File: src/rtl/rt_pkg.sv
package rt_pkg;

    typedef logic [3:0] bcd_t;
    typedef logic [6:0] seg_t;

    localparam bcd_t BCD_MAX = 4'd9;

    function automatic seg_t bcd_to_seg(input bcd_t v);
        seg_t s;
        case (v)
            4'd0:    s = 7'h7E;
            4'd1:    s = 7'h30;
            4'd2:    s = 7'h6D;
            4'd3:    s = 7'h79;
            4'd4:    s = 7'h33;
            4'd5:    s = 7'h5B;
            4'd6:    s = 7'h5F;
            4'd7:    s = 7'h70;
            4'd8:    s = 7'h7F;
            4'd9:    s = 7'h7B;
            default: s = 7'h00;
        endcase
        return s;
    endfunction

endpackage

File: src/rtl/rt_tick_div.sv
module rt_tick_div #(
    parameter int DIV_BITS = 10
) (
    input  logic clk,
    input  logic rst,
    output logic tick
);
    localparam logic [DIV_BITS-1:0] TERM = {DIV_BITS{1'b1}};

    typedef struct packed {
        logic [DIV_BITS-1:0] cnt;
    } div_state_t;

    div_state_t st_d, st_q;

    always_comb begin
        st_d     = st_q;
        st_d.cnt = st_q.cnt + 1'b1;
        if (rst) begin
            st_d.cnt = '0;
        end
    end

    always_ff @(posedge clk) begin
        st_q <= st_d;
    end

    assign tick = (st_q.cnt == TERM);
endmodule

File: src/rtl/rt_btn_sync.sv
module rt_btn_sync #(
    parameter int STAGES = 2
) (
    input  logic clk,
    input  logic rst,
    input  logic btn_n,
    output logic pressed
);
    typedef struct packed {
        logic [STAGES-1:0] chain;
    } sync_state_t;

    sync_state_t st_d, st_q;

    always_comb begin
        st_d = st_q;
        if (STAGES > 1) begin
            st_d.chain = {st_q.chain[STAGES-2:0], btn_n};
        end else begin
            st_d.chain = btn_n;
        end
        if (rst) begin
            st_d.chain = '1;
        end
    end

    always_ff @(posedge clk) begin
        st_q <= st_d;
    end

    assign pressed = ~st_q.chain[STAGES-1];
endmodule

File: src/rtl/rt_bcd_digit.sv
module rt_bcd_digit
    import rt_pkg::*;
(
    input  logic clk,
    input  logic rst,
    input  logic en,
    output bcd_t value,
    output logic at_max
);
    typedef struct packed {
        bcd_t val;
    } dig_state_t;

    dig_state_t st_d, st_q;

    always_comb begin
        st_d = st_q;
        if (en) begin
            if (st_q.val == BCD_MAX) begin
                st_d.val = '0;
            end else begin
                st_d.val = st_q.val + 4'd1;
            end
        end
        if (rst) begin
            st_d.val = '0;
        end
    end

    always_ff @(posedge clk) begin
        st_q <= st_d;
    end

    assign value  = st_q.val;
    assign at_max = (st_q.val == BCD_MAX);
endmodule

File: src/rtl/reaction_timer.sv
module reaction_timer
    import rt_pkg::*;
#(
    parameter int DIV_BITS    = 10,
    parameter int SYNC_STAGES = 2
) (
    input  logic       clk,
    input  logic       rst,
    input  logic       start,
    input  logic       btn_n,
    output logic       led,
    output logic [3:0] units,
    output logic [3:0] tens,
    output logic [6:0] seg_units,
    output logic [6:0] seg_tens
);
    localparam int NDIG = 2;

    typedef struct packed {
        logic run;
    } ctl_state_t;

    ctl_state_t ctl_d, ctl_q;

    logic            tick;
    logic            pressed;
    logic [NDIG-1:0] dig_en;
    logic [NDIG-1:0] dig_max;
    bcd_t            dig_val [NDIG];
    seg_t            dig_seg [NDIG];
    logic            saturated;

    rt_tick_div #(.DIV_BITS(DIV_BITS)) u_div (
        .clk  (clk),
        .rst  (rst),
        .tick (tick)
    );

    rt_btn_sync #(.STAGES(SYNC_STAGES)) u_sync (
        .clk     (clk),
        .rst     (rst),
        .btn_n   (btn_n),
        .pressed (pressed)
    );

    always_comb begin
        ctl_d = ctl_q;
        if (start) begin
            ctl_d.run = 1'b1;
        end else if (pressed) begin
            ctl_d.run = 1'b0;
        end
        if (rst) begin
            ctl_d.run = 1'b0;
        end
    end

    always_ff @(posedge clk) begin
        ctl_q <= ctl_d;
    end

    assign saturated = &dig_max;

    genvar gi;
    generate
        for (gi = 0; gi < NDIG; gi++) begin : g_digit
            if (gi == 0) begin : g_first
                assign dig_en[gi] = ctl_q.run & tick & ~saturated;
            end else begin : g_next
                assign dig_en[gi] = dig_en[gi-1] & dig_max[gi-1];
            end

            rt_bcd_digit u_digit (
                .clk    (clk),
                .rst    (rst),
                .en     (dig_en[gi]),
                .value  (dig_val[gi]),
                .at_max (dig_max[gi])
            );

            assign dig_seg[gi] = bcd_to_seg(dig_val[gi]);
        end
    endgenerate

    assign led       = ctl_q.run;
    assign units     = dig_val[0];
    assign tens      = dig_val[1];
    assign seg_units = dig_seg[0];
    assign seg_tens  = dig_seg[1];
endmodule

File: config.mk
export PLATFORM = sky130hd
export DESIGN_NAME = reaction_timer
export DESIGN_NICKNAME = d
export VERILOG_FILES = /design/src/rtl/rt_pkg.sv /design/src/rtl/rt_tick_div.sv /design/src/rtl/rt_btn_sync.sv /design/src/rtl/rt_bcd_digit.sv /design/src/rtl/reaction_timer.sv
export SDC_FILE = /design/constraint.sdc
export NUM_CORES = 1
export LEC_CHECK = 0
export ABC_AREA = 1
export BUFFER_PORTS_ARGS = -buffer_cell sky130_fd_sc_hd__clkbuf_2
export CAP_MARGIN = 10
export CORE_AREA = 2 2 82 84
export CTS_CLUSTER_DIAMETER = 100
export DETAILED_ROUTE_END_ITERATION = 7
export DIE_AREA = 0 0 84 86
export PLACE_DENSITY = 0.55
export SYNTH_ARGS = -nofsm -noshare
export SYNTH_HDL_FRONTEND = slang
export SYNTH_SLANG_ARGS = --single-unit
export TNS_END_PERCENT = 50
File: constraint.sdc
create_clock -name clk -period 2.6 [get_ports clk]
set_input_delay 0 -clock clk [delete_from_list [all_inputs] [get_ports clk]]
set_output_delay 0 -clock clk [all_outputs]
set_load 0.005 [all_outputs]
==> out/metrics.cfg <==
[outcome]
status=completed

[sta]
slew_headroom_pct=81.3
finalCriticalPeriod_ns=2.29
setup_slack_ns=0.308
fmax_mhz=436
setup_viol_count_final=0
rsz0062_at_grt=no
skew_ns=0.00777
finalHoldViolCount=0
fin_crit_sh_pct=88.2
slew_viol_final=0
worst_pin_slew_ns=0.279
setup_tns_ns=0

[clocking]
insertion_delay_ns=0.29
path_clk_slew_ns=0.07
cts_resized=0
tritoncts=yes
h-tree-depth=2
cts_root_buffer=clkbuf_8
numCtsBuffers=5
clock_sinks=35
cts_buffer_depth=2

[place]
port-buffer-count=26
pre_cts_ws_ns=0.291
dp.cells=341
hpwl_um=2710
place.gp.congestion=0.835

[synth]
netlist_instances=239
synth-seq-cells=35
yosysSeqAreaShare_pct=37.5
synthesis.area_um2=1870
synth.distinct_cells=31
syn_nets=258
syn_avg_cell_area_um2=7.82
ys_warn_count=0

[cells_and_area]
area_growth_pct=18.2
register_area_um2=701
n_antenna_cell=0
nFillCells=680
layout.nets=292
final_layout_size_suffix_gt1_share_pct=24.5
final_cell_count_no_fill=351
multi_input_area_um2=1050

[critical_path]
crit_path_end_kind=flop
required_ns=2.79
r2r-start=g_digit[0].u_digit.value[1]
crit_path_top_delay_cell=dfxtp_1
crit_start=g_digit[0].u_digit.value[1]
critical_path_class=reg2reg
critPathLaunchType=flop
critPathMaxStageDelay_ns=0.40
crit_arrival_ns=2.48
path_cells=inv_1, ha_1, nand2_1, nor2_4, nand2_1, nand3_2, nand2_1, o21ai_2, nor2_2, inv_1, ha_1, nand3b_1, nand2_1, nand2_1
cpMostUsedCell=nand2_1
cp_max_fo=7

[pwr]
cellPowerDensity_nw_per_um2=448
p_total_uw=989
p_leak_uw=0.00103
peakVddDrop_uv=153

[global_routing]
grt_antenna_before_repair=0
grt_pass1_vias=1354
grt_max_degree=12
grt-ovfl-total=0
grt_first_pass_wirelength_um=6160
grt_usage_pct=10.7

[floorplan]
die_area_um2=7220
num_rows=29
core_um2=6280
io_pins=27
die-height_um=86
die_w_um=84
start_util_pct=29.8

[detailed_routing]
drc=0
viasPerCell=4.37
dr.pass1.iters=4
wl_um=3480
vias=1534
wl_per_cell_um=9.93
postRouteAntennaNets=0
first_iter_violations=26

[worst_hold_path]
hold_start=rst
hold_class=in2reg

[job]
maxCapViolCount=0

## registers in the layout, indices dropped and copies added (netlist names)
signal / flops
u_sync.st_q: 2
led: 1
g_digit.u_digit.value: 8
u_div.st_q: 10
seg_units: 7
seg_tens: 7
## routing by layer
layer	routed length [µm]	vias to the layer above	track usage (%)
met3	160	6	3.66
met5	0	-	0
met4	65	0	4.84
met2	1600	28	17.5
met1	1660	671	12.7
li1	-	829	-
## metrics by stage
stage               hold slack (ns)  utilization [%]  cell area (µm²)
floorplan                     0.104                -             1870
global placement              0.192             33.4             2090
detailed placement            0.189             33.4             2090
CTS                          0.0409             35.2             2210
global route                 0.0598             35.2             2210
finish                       0.0339             35.2             2210
## layout make-up
cell class / instances / area share (%)
flip-flops and latches: 35 / 31.7
repair buffers: 29 / 7.13
inverters: 27 / 4.81
clock inverters: 1 / 0.396
multi-input cells: 175 / 47.7
well taps: 77 / 4.36
clock buffers: 7 / 3.91
## cells by family after synthesis
group | count (synthesis) | share of synthesized area (%)
adder cells (fa/ha/maj) | 15 | 10.0
AO/OA/AOI/OAI | 13 | 4.28
XOR/XNOR | 5 | 2.34
buffers and inverters | 29 | 6.16
flip-flops | 35 | 37.5
AND/OR/NAND/NOR | 142 | 39.7
## path summary, 6_finish.rpt
path	slack, ns	endpoint	cells after the start
max reg2reg	0.31	seg_units[5]	14
min reg2reg	0.41	u_sync.st_q[1]	1
min	0.03	u_div.st_q[0]	2
max	0.31	seg_units[5]	14
## synthesized netlist by cell type, drive strengths merged
| master | number | area [µm²] |
|---|---|---|
| nand3 | 16 | 123 |
| nand2 | 76 | 315 |
| nand4 | 8 | 71.3 |
| nor3 | 2 | 20.0 |
| xor2 | 4 | 35.0 |
| nand3b | 4 | 30.0 |
| inv | 25 | 93.8 |
| nor2 | 34 | 170 |
| buf | 1 | 5.00 |
| xnor2 | 1 | 8.76 |
| clkbuf | 1 | 3.75 |
| ha | 15 | 188 |
| a211oi | 1 | 7.51 |
| a21oi | 4 | 20.0 |
| dfxtp | 35 | 701 |
| clkinv | 2 | 12.5 |
| o21a | 1 | 7.51 |
| o21ai | 6 | 37.5 |
| a21boi | 1 | 7.51 |
| or2 | 2 | 12.5 |
## power by group
part / leakage [µW] / internal (µW) / total [µW] / switching, µW
sequential: 0.000284 / 542 / 546 / 3.97
clock: 0.0000484 / 217 / 415 / 198
combinational: 0.000696 / 11.1 / 28.3 / 17.2
total: 0.00103 / 770 / 989 / 219
## cell usage in the layout (no fill, tap or decap), drive strengths merged
master,instances
nor2,34
o21ai,6
a21boi,1
clkinv,3
inv,25
dlygate4sd3,2
nand4,8
nand3b,4
buf,1
a21oi,4
nand3,16
or2,2
clkbuf,33
xor2,4
dfxtp,35
o21a,1
xnor2,1
nand2,76
nor3,2
a211oi,1
ha,15
## worst max-delay path, delay by kind of cell, from the launching register on
| family | cells | cell delay (ns) |
|---|---|---|
| and+or+nand+nor | 9 | 1.05 |
| adders and majority gates | 2 | 0.45 |
| DFF | 1 | 0.40 |
| buffers and inverters | 2 | 0.19 |
| AOI/OAI and AO/OA | 1 | 0.09 |
## timing repair
| item | CTS | global route |
|---|---|---|
| hold buffers | 2 | 0 |
| hold endpoints to repair | 2 | 0 |
| setup buffers | 0 | 0 |
(Power assumes the default switching activity.)
